===== config.mk =====
export PLATFORM = sky130hd
export DESIGN_NAME = xlat_top
export DESIGN_NICKNAME = d
export VERILOG_FILES = /design/src/rtl/xlat_pkg.sv /design/src/rtl/xlat_win_match.sv /design/src/rtl/xlat_ctrl.sv /design/src/rtl/xlat_dpath.sv /design/src/rtl/xlat_top.sv
export SDC_FILE = /design/constraint.sdc
export NUM_CORES = 2
export LEC_CHECK = 0
export ABC_AREA = 0
export CELL_PAD_IN_SITES_DETAIL_PLACEMENT = 1
export CELL_PAD_IN_SITES_GLOBAL_PLACEMENT = 2
export CORE_MARGIN = 3
export CORE_UTILIZATION = 41
export CTS_BUF_LIST = sky130_fd_sc_hd__clkbuf_8
export CTS_CLUSTER_DIAMETER = 120
export CTS_CLUSTER_SIZE = 40
export DETAILED_ROUTE_END_ITERATION = 10
export GPL_ROUTABILITY_DRIVEN = 0
export HOLD_SLACK_MARGIN = 0.06
export PLACE_DENSITY = 0.86
export SYNTH_ARGS = -nofsm -noshare
export SYNTH_HDL_FRONTEND = slang
export SYNTH_SLANG_ARGS = --single-unit

===== constraint.sdc =====
create_clock -name clk -period 6.8 [get_ports clk]
set_input_delay 1.7 -clock clk [delete_from_list [all_inputs] [get_ports clk]]
set_output_delay 1.7 -clock clk [all_outputs]
set_load 0.01 [all_outputs]

===== src/rtl/xlat_pkg.sv =====
package xlat_pkg;
  localparam int REG_W      = 32;
  localparam int PAGE_SHIFT = 12;
  localparam int EN_BIT     = 31;
  localparam int SZ_W       = 6;

  typedef enum logic [2:0] {
    SEL_XLAT     = 3'd0,
    SEL_XLAT_EXT = 3'd1,
    SEL_BASE     = 3'd2,
    SEL_BASE_EXT = 3'd3,
    SEL_ATTR     = 3'd4
  } cfgSel_e;

  typedef struct packed {
    logic [REG_W-1:0] xlat;
    logic [REG_W-1:0] xlatExt;
    logic [REG_W-1:0] base;
    logic [REG_W-1:0] baseExt;
    logic [REG_W-1:0] attr;
  } winCfg_t;

  // strobes from control to datapath
  typedef struct packed {
    logic capture;
    logic idle;
  } stb_t;
endpackage


===== src/rtl/xlat_win_match.sv =====
module xlat_win_match
  import xlat_pkg::*;
#(
  parameter int ADDR_W = 64
) (
  input  winCfg_t           cfg,
  input  logic [ADDR_W-1:0] addr,
  output logic              match,
  output logic [ADDR_W-1:0] xlatAddr
);
  localparam int EXT_W = ADDR_W + 1;
  localparam int PAD_W = EXT_W - REG_W - PAGE_SHIFT;

  logic [EXT_W-1:0] baseFull;
  logic [EXT_W-1:0] tgtFull;
  logic [EXT_W-1:0] addrFull;
  logic [EXT_W-1:0] offset;
  logic [EXT_W-1:0] winSize;
  logic [SZ_W-1:0]  sizeExp;
  logic             geBase;
  logic             wholeSpace;
  logic             inRange;

  always_comb begin
    sizeExp    = cfg.attr[SZ_W-1:0];
    baseFull   = {{PAD_W{1'b0}}, cfg.base, {PAGE_SHIFT{1'b0}}};
    tgtFull    = {{PAD_W{1'b0}}, cfg.xlat, {PAGE_SHIFT{1'b0}}};
    addrFull   = {1'b0, addr};
    geBase     = addrFull >= baseFull;
    offset     = addrFull - baseFull;
    // limit held in one extra bit so the largest exponent cannot wrap
    winSize    = EXT_W'(2) << sizeExp;
    wholeSpace = (int'(sizeExp) >= ADDR_W - 1);
    inRange    = geBase && (wholeSpace || (offset < winSize));
    match      = cfg.attr[EN_BIT] && inRange;
    xlatAddr   = tgtFull[ADDR_W-1:0] + offset[ADDR_W-1:0];
  end
endmodule


===== src/rtl/xlat_ctrl.sv =====
module xlat_ctrl
  import xlat_pkg::*;
#(
  parameter int NUM_WIN = 4,
  parameter int WIN_W   = 2
) (
  input  logic                    clk,
  input  logic                    rst_n,
  input  logic                    cfgWe,
  input  logic [WIN_W-1:0]        cfgWin,
  input  logic [2:0]              cfgSel,
  input  logic [REG_W-1:0]        cfgWdata,
  output logic [REG_W-1:0]        cfgRdata,
  input  logic                    reqValid,
  output winCfg_t [NUM_WIN-1:0]   winCfg,
  output stb_t                    stb
);
  genvar g;
  generate
    for (g = 0; g < NUM_WIN; g++) begin : g_bank
      always_ff @(posedge clk or negedge rst_n) begin
        if (!rst_n) begin
          winCfg[g] <= '0;
        end else if (cfgWe && (cfgWin == WIN_W'(g))) begin
          case (cfgSel)
            SEL_XLAT:     winCfg[g].xlat    <= cfgWdata;
            SEL_XLAT_EXT: winCfg[g].xlatExt <= cfgWdata;
            SEL_BASE:     winCfg[g].base    <= cfgWdata;
            SEL_BASE_EXT: winCfg[g].baseExt <= cfgWdata;
            SEL_ATTR:     winCfg[g].attr    <= cfgWdata;
            default: ;
          endcase
        end
      end
    end
  endgenerate

  always_comb begin
    cfgRdata = '0;
    for (int i = 0; i < NUM_WIN; i++) begin
      if (cfgWin == WIN_W'(i)) begin
        case (cfgSel)
          SEL_XLAT:     cfgRdata = winCfg[i].xlat;
          SEL_XLAT_EXT: cfgRdata = winCfg[i].xlatExt;
          SEL_BASE:     cfgRdata = winCfg[i].base;
          SEL_BASE_EXT: cfgRdata = winCfg[i].baseExt;
          SEL_ATTR:     cfgRdata = winCfg[i].attr;
          default:      cfgRdata = '0;
        endcase
      end
    end
  end

  always_comb begin
    stb.capture = reqValid;
    stb.idle    = !reqValid;
  end

  // a legal write is readable next cycle while the selection is held
  p_cfg_store_r8: assert property (@(posedge clk) disable iff (!rst_n)
    (cfgWe && (32'(cfgWin) < NUM_WIN) && (cfgSel <= 3'd4)) |=>
      (($past(cfgWin) != cfgWin) || ($past(cfgSel) != cfgSel) ||
       (cfgRdata == $past(cfgWdata))));

  // unused selectors read as zero
  p_sel_unused_r8: assert property (@(posedge clk) disable iff (!rst_n)
    (cfgSel > 3'd4) |-> (cfgRdata == '0));
endmodule


===== src/rtl/xlat_dpath.sv =====
module xlat_dpath
  import xlat_pkg::*;
#(
  parameter int          NUM_WIN     = 4,
  parameter int          WIN_W       = 2,
  parameter int          ADDR_W      = 64,
  parameter bit          BYPASS_EN   = 1'b0,
  parameter logic [63:0] BYPASS_BASE = 64'h0,
  parameter int          BYPASS_LOG2 = 32
) (
  input  logic                  clk,
  input  logic                  rst_n,
  input  winCfg_t [NUM_WIN-1:0] winCfg,
  input  stb_t                  stb,
  input  logic                  reqValid,
  input  logic [ADDR_W-1:0]     reqAddr,
  output logic                  rspValid,
  output logic                  rspHit,
  output logic                  rspBypass,
  output logic [WIN_W-1:0]      rspWin,
  output logic [ADDR_W-1:0]     rspAddr
);
  logic [NUM_WIN-1:0] matchVec;
  logic [ADDR_W-1:0]  xlatArr [NUM_WIN];
  logic [NUM_WIN-1:0] grantVec;
  logic               anyHit;
  logic [WIN_W-1:0]   pickIdx;
  logic [ADDR_W-1:0]  pickAddr;
  logic               inBypass;
  logic               useWin;

  genvar g;
  generate
    for (g = 0; g < NUM_WIN; g++) begin : g_win
      xlat_win_match #(.ADDR_W(ADDR_W)) u_match (
        .cfg      (winCfg[g]),
        .addr     (reqAddr),
        .match    (matchVec[g]),
        .xlatAddr (xlatArr[g])
      );
    end

    if (BYPASS_EN) begin : g_bypass
      localparam logic [ADDR_W-1:0] BP_BASE = ADDR_W'(BYPASS_BASE);
      always_comb inBypass = ((reqAddr >> BYPASS_LOG2) == (BP_BASE >> BYPASS_LOG2));
    end else begin : g_nobypass
      always_comb inBypass = 1'b0;
    end
  endgenerate

  // lowest index wins
  always_comb begin
    anyHit   = 1'b0;
    grantVec = '0;
    pickIdx  = '0;
    pickAddr = reqAddr;
    for (int i = 0; i < NUM_WIN; i++) begin
      if (matchVec[i] && !anyHit) begin
        anyHit      = 1'b1;
        grantVec[i] = 1'b1;
        pickIdx     = WIN_W'(i);
        pickAddr    = xlatArr[i];
      end
    end
    useWin = anyHit && !inBypass;
  end

  always_ff @(posedge clk or negedge rst_n) begin
    if (!rst_n) begin
      rspValid  <= 1'b0;
      rspHit    <= 1'b0;
      rspBypass <= 1'b0;
      rspWin    <= '0;
      rspAddr   <= '0;
    end else if (stb.capture) begin
      rspValid  <= 1'b1;
      rspHit    <= useWin;
      rspBypass <= inBypass;
      rspWin    <= useWin ? pickIdx : '0;
      rspAddr   <= useWin ? pickAddr : reqAddr;
    end else if (stb.idle) begin
      rspValid  <= 1'b0;
    end
  end

  p_rsp_latency_r1: assert property (@(posedge clk) disable iff (!rst_n)
    reqValid |=> rspValid);
  p_rsp_idle_r1: assert property (@(posedge clk) disable iff (!rst_n)
    !reqValid |=> !rspValid);
  p_miss_passthru_r6: assert property (@(posedge clk) disable iff (!rst_n)
    (rspValid && !rspHit) |-> (rspAddr == $past(reqAddr) && rspWin == '0));
  p_bypass_first_r7: assert property (@(posedge clk) disable iff (!rst_n)
    (rspValid && rspBypass) |-> (!rspHit && rspAddr == $past(reqAddr)));
  p_single_grant_r5: assert property (@(posedge clk) disable iff (!rst_n)
    $onehot0(grantVec));

  generate
    for (g = 0; g < NUM_WIN; g++) begin : g_chk
      p_grant_enabled_r2: assert property (@(posedge clk) disable iff (!rst_n)
        grantVec[g] |-> winCfg[g].attr[EN_BIT]);
      p_grant_reported_r5: assert property (@(posedge clk) disable iff (!rst_n)
        (reqValid && grantVec[g] && !inBypass) |=> (rspHit && rspWin == WIN_W'(g)));
      p_no_overflow_r3: assert property (@(posedge clk) disable iff (!rst_n)
        (winCfg[g].attr[EN_BIT] && winCfg[g].attr[SZ_W-1:0] == '1 &&
         winCfg[g].base == '0) |-> matchVec[g]);
    end
  endgenerate
endmodule


===== src/rtl/xlat_top.sv =====
module xlat_top
  import xlat_pkg::*;
#(
  parameter int          NUM_WIN     = 4,
  parameter int          ADDR_W      = 64,
  parameter bit          BYPASS_EN   = 1'b0,
  parameter logic [63:0] BYPASS_BASE = 64'h0,
  parameter int          BYPASS_LOG2 = 32,
  parameter int          WIN_W       = (NUM_WIN > 1) ? $clog2(NUM_WIN) : 1
) (
  input  logic              clk,
  input  logic              rst_n,
  input  logic              cfgWe,
  input  logic [WIN_W-1:0]  cfgWin,
  input  logic [2:0]        cfgSel,
  input  logic [31:0]       cfgWdata,
  output logic [31:0]       cfgRdata,
  input  logic              reqValid,
  input  logic [ADDR_W-1:0] reqAddr,
  output logic              rspValid,
  output logic              rspHit,
  output logic              rspBypass,
  output logic [WIN_W-1:0]  rspWin,
  output logic [ADDR_W-1:0] rspAddr
);
  winCfg_t [NUM_WIN-1:0] winCfg;
  stb_t                  stb;

  xlat_ctrl #(.NUM_WIN(NUM_WIN), .WIN_W(WIN_W)) u_ctrl (
    .clk      (clk),
    .rst_n    (rst_n),
    .cfgWe    (cfgWe),
    .cfgWin   (cfgWin),
    .cfgSel   (cfgSel),
    .cfgWdata (cfgWdata),
    .cfgRdata (cfgRdata),
    .reqValid (reqValid),
    .winCfg   (winCfg),
    .stb      (stb)
  );

  xlat_dpath #(
    .NUM_WIN     (NUM_WIN),
    .WIN_W       (WIN_W),
    .ADDR_W      (ADDR_W),
    .BYPASS_EN   (BYPASS_EN),
    .BYPASS_BASE (BYPASS_BASE),
    .BYPASS_LOG2 (BYPASS_LOG2)
  ) u_dpath (
    .clk       (clk),
    .rst_n     (rst_n),
    .winCfg    (winCfg),
    .stb       (stb),
    .reqValid  (reqValid),
    .reqAddr   (reqAddr),
    .rspValid  (rspValid),
    .rspHit    (rspHit),
    .rspBypass (rspBypass),
    .rspWin    (rspWin),
    .rspAddr   (rspAddr)
  );
endmodule


==> load_flow_metrics.sql <==
INSERT INTO impl_metrics (metric_group, metric, value, unit) VALUES
('worst_setup_path', 'crit_required', '7.58', 'ns'),
('worst_setup_path', 'timing.setup.critical_path_class', 'in -> reg', ''),
('worst_setup_path', 'timing.critical_path.to_type', 'register', ''),
('status', 'failed_checks', 'capacitance limit, slew limit, setup timing', ''),
('flow_run', 'cap_violations', '1', ''),
('worst_hold_path', 'min_delay_src', 'u_dpath.rspAddr[1]', ''),
('worst_setup_path', 'timing.critical_path.cells', 'clkdlybuf4s50_1, buf_12, ha_1, a21oi_2, o21ai_0, buf_4, a211oi_1, o21bai_2, o21ai_0, nand2_1, ha_1, nand3_1, nor3_2, nand4_1, a211oi_1, buf_4, nor4_4, o211ai_1, and3_4, buf_4, buf_12, nand4_1, a32o_1, a21oi_1', ''),
('synthesis', 'async_reset_ff_frac', '1.00', ''),
('worst_hold_path', 'min_to', 'u_dpath.rspAddr[1]', ''),
('worst_setup_path', 'critical-path-slowest-cell', 'sky130_fd_sc_hd__nand4_1', ''),
('worst_setup_path', 'critPathMaxStageDelay', '0.75', 'ns'),
('floorplanning', 'boundaryPins', '206', ''),
('power_and_ir_drop', 'cellLeakagePower', '0.0361', 'uW'),
('global_route', 'first_global_vias', '69200', ''),
('place', 'dp_hpwl', '276000', 'um'),
('power_and_ir_drop', 'combinationalPowerShare', '0.706', ''),
('detailed_routing', 'drt_iter0_drc', '9740', ''),
('synthesis', 'synth_ff_type', 'sky130_fd_sc_hd__dfrtp_1', ''),
('timing', 'worst_clock_skew', '0.0973', 'ns'),
('timing', 'slew_headroom', '-0.862', ''),
('global_route', 'globalRouteMet3Util', '0.157', ''),
('synthesis', 'seq_total_area_yosys', '0.303', ''),
('worst_setup_path', 'crit_arrival', '8.78', 'ns'),
('detailed_routing', 'routed_wirelength', '368000', 'um'),
('timing', 'maxClockFrequency', '125', 'MHz'),
('power_and_ir_drop', 'report.power.total', '28200', 'uW'),
('synthesis', 'synthesis.area', '58500', 'um2'),
('synthesis', 'synthesis.area_per_instance', '8.78', 'um2'),
('worst_setup_path', 'number_of_buffers_and_inverters_on_the_critical_path', '6', ''),
('timing', 'final_period_minus_worst_setup_slack', '8.00', 'ns'),
('global_route', 'antenna_found_initial', '72', ''),
('status', 'run_status', 'complete, but fails checks', ''),
('detailed_routing', 'drt_first_pass_iters', '9', ''),
('final_layout', 'stdcell_area', '80100', 'um2'),
('power_and_ir_drop', 'power_report.internal_total', '14100', 'uW'),
('timing', 'final-hold-violation-count', '0', ''),
('power_and_ir_drop', 'ir_worst_vdd', '0.000250', 'V'),
('timing', 'final_critical_path_setup_slack', '-1.20', 'ns'),
('global_route', 'grt-busiest-layer', 'met2', ''),
('timing', 'period_share', '1.18', ''),
('worst_setup_path', 'critPathLaunchType', 'input pin', ''),
('global_route', 'use_met1', '0.546', ''),
('floorplanning', 'floorplan.die.height', '384', 'um'),
('detailed_routing', 'detail-route-antenna-nets', '0', ''),
('timing', 'report.final.setup_viol', '55', ''),
('clock_tree', 'worst_case_clock_buffer_depth', '3', ''),
('worst_setup_path', 'endpoint_of_the_worst_register_to_register_path', 'u_dpath.rspAddr[54]', ''),
('worst_hold_path', 'min_delay_path_depth', '1', ''),
('power_and_ir_drop', 'power_switching', '14100', 'uW'),
('synthesis', 'ys_seq_elements', '708', ''),
('floorplanning', 'dieArea', '147000', 'um2'),
('global_route', 'grt_pass1_wl', '490000', 'um'),
('worst_setup_path', 'cp_max_fo', '5', ''),
('power_and_ir_drop', 'swShare', '0.499', ''),
('global_route', 'grt_max_degree', '190', ''),
('worst_setup_path', 'ff2ff_setup_slack', '-0.49', 'ns'),
('final_layout', 'drive_gt1_frac', '0.357', ''),
('timing', 'setup_repair_after_global_routing_missed_its_margin', 'true', ''),
('timing', 'report.final.slew_viol_count', '5', ''),
('clock_tree', 'cts.reportedPaths.clkPinSlew', '0.18', 'ns'),
('clock_tree', 'cts_tree', 'yes', ''),
('detailed_routing', 'route.vias.total', '70900', ''),
('clock_tree', 'htree_num_levels', '1', ''),
('place', 'dpl-instance-area', '75300', 'um2'),
('floorplanning', 'placeable_core_region', '141000', 'um2'),
('detailed_routing', 'route.detailed.drc', '0', ''),
('synthesis', 'syn_inst', '6656', ''),
('global_route', 'grt-ovfl-total', '0', ''),
('worst_setup_path', 'timing.critical_path.mode_cell', 'sky130_fd_sc_hd__buf_4', ''),
('floorplanning', 'fp.dieW', '384', 'um'),
('synthesis', 'syn_nets', '7281', '');
-- cell usage after synthesis (43+ instances only) --
library cell               count  area (um2)
sky130_fd_sc_hd__a211oi_1     60         450
sky130_fd_sc_hd__a21o_1      152        1140
sky130_fd_sc_hd__a21oi_1     501        2510
sky130_fd_sc_hd__a221oi_1     50         438
sky130_fd_sc_hd__a22oi_1     119         893
sky130_fd_sc_hd__a31oi_1      47         294
sky130_fd_sc_hd__and3_1       45         282
sky130_fd_sc_hd__clkbuf_1    344        1290
sky130_fd_sc_hd__dfrtp_1     708       17700
sky130_fd_sc_hd__ha_1        512        6410
sky130_fd_sc_hd__inv_1       258         968
sky130_fd_sc_hd__mux2_2      566        6370
sky130_fd_sc_hd__mux2i_1     128        1280
sky130_fd_sc_hd__nand2_1     709        2660
sky130_fd_sc_hd__nand2b_1     44         275
sky130_fd_sc_hd__nand3_1     143         716
sky130_fd_sc_hd__nand4_1     130         813
sky130_fd_sc_hd__nor2_1      428        1610
sky130_fd_sc_hd__nor2b_1      59         369
sky130_fd_sc_hd__nor3_1      118         591
sky130_fd_sc_hd__nor4_1       44         275
sky130_fd_sc_hd__o211ai_1     68         510
sky130_fd_sc_hd__o21a_1       52         390
sky130_fd_sc_hd__o21ai_0     390        1950
sky130_fd_sc_hd__o21bai_1     52         390
sky130_fd_sc_hd__o221ai_1     43         377
sky130_fd_sc_hd__o22ai_1      51         319
sky130_fd_sc_hd__xnor2_1     229        2010
sky130_fd_sc_hd__xor2_1      118        1030
-- logic make-up (layout without fill, tap and decap cells) --
kind of cell	count (synthesis)	in the layout	share of synthesized area
other cells	1	66	0.0000642
buf+inv	658	2388	0.0427
simple gates	1873	1873	0.151
flops	708	708	0.303
fa+ha+maj	520	520	0.112
mux	700	700	0.133
compound gates	1847	1847	0.205
xor+xnor	349	349	0.0529
-- per-stage QoR --
step	util	worst slack [ns]	hold WS (ns)	instances
after floorplan	-	-0.0337	0.474	6656
after global placement	0.535	-2.09	0.483	10100
after detailed placement	0.535	-2.31	0.492	10100
after CTS	0.552	-0.0300	0.530	10200
after global routing	0.569	-0.922	0.546	10300
final	0.570	-1.20	0.523	10300
-- layout by cell type (no fill, tap or decap), types with 28 or more instances in the layout --
master	instances
sky130_fd_sc_hd__mux2i_1	126
sky130_fd_sc_hd__buf_4	1794
sky130_fd_sc_hd__o22ai_1	51
sky130_fd_sc_hd__o21ai_1	53
sky130_fd_sc_hd__a21oi_1	444
sky130_fd_sc_hd__o211ai_1	68
sky130_fd_sc_hd__nand4_1	130
sky130_fd_sc_hd__a22oi_1	117
sky130_fd_sc_hd__ha_4	37
sky130_fd_sc_hd__nor3_2	28
sky130_fd_sc_hd__buf_12	43
sky130_fd_sc_hd__and3_1	42
sky130_fd_sc_hd__a211oi_1	42
sky130_fd_sc_hd__buf_6	41
sky130_fd_sc_hd__o21ai_0	323
sky130_fd_sc_hd__and2_1	29
sky130_fd_sc_hd__nand2b_1	43
sky130_fd_sc_hd__xor2_1	102
sky130_fd_sc_hd__nor4_1	34
sky130_fd_sc_hd__a21o_1	150
sky130_fd_sc_hd__a31oi_1	44
sky130_fd_sc_hd__o221ai_1	37
sky130_fd_sc_hd__nand2_1	696
sky130_fd_sc_hd__ha_1	467
sky130_fd_sc_hd__clkdlybuf4s50_1	176
sky130_fd_sc_hd__nor2_1	386
sky130_fd_sc_hd__mux2_2	565
sky130_fd_sc_hd__clkbuf_8	28
sky130_fd_sc_hd__xnor2_1	200
sky130_fd_sc_hd__o21a_1	48
sky130_fd_sc_hd__inv_1	249
sky130_fd_sc_hd__nor3_1	84
sky130_fd_sc_hd__diode_2	65
sky130_fd_sc_hd__a221oi_1	41
sky130_fd_sc_hd__dfrtp_1	708
sky130_fd_sc_hd__a21oi_2	49
sky130_fd_sc_hd__o21bai_1	48
sky130_fd_sc_hd__nor2b_1	54
sky130_fd_sc_hd__nand3_1	120
-- state kept, by name, summed over array words and instances (netlist names) --
signal,flops
u_ctrl.winCfg,640
u_dpath.rspAddr,64
u_dpath.rspHit,1
u_dpath.rspValid,1
u_dpath.rspWin,2
-- final cells by class --
class                   instances  area (um2)
flip-flops and latches        708       17700
multi-input cells            5290       41200
diodes                         65         163
clock inverters                12         256
inverters                     260         980
fillers                     16200       60500
well taps                    1876        2350
clock buffers                  28         385
repair buffers               2088       17100
-- worst max-delay path by stage --
stage | from | to | slack [ns] | depth (start not counted)
floorplan | reqAddr[46] | u_dpath.rspAddr[53] | -0.03 | 22
global placement | reqAddr[15] | u_dpath.rspAddr[24] | -2.09 | 28
detailed placement | reqAddr[15] | u_dpath.rspAddr[24] | -2.31 | 28
CTS | reqAddr[12] | u_dpath.rspAddr[24] | -0.03 | 27
global route | reqAddr[33] | u_dpath.rspAddr[54] | -0.92 | 24
finish | reqAddr[33] | u_dpath.rspAddr[54] | -1.20 | 24
-- power groups by stage --
stage	registers, uW	logic, uW	clock network, uW
floorplan	5600	7800	0
global placement	6110	16600	0
detailed placement	6210	17300	0
CTS	6120	17800	1970
global route	6290	20500	2110
finish	6310	19900	1990
-- layer usage --
layer	vias to the layer above	share of wire
met2	5971	0.40
met3	2216	0.14
met5	-	0.0021
li1	27900	-
met4	48	0.11
met1	34800	0.35
-- what timing repair did --
action | 4_1_cts | 5_1_grt
setup buffers | 50 | 56
setup endpoints to repair | 55 | 55
cloned | 3 | 2
pin swaps | 83 | 119
gates resized for setup | 264 | 379
(Power assumes the default switching activity.)
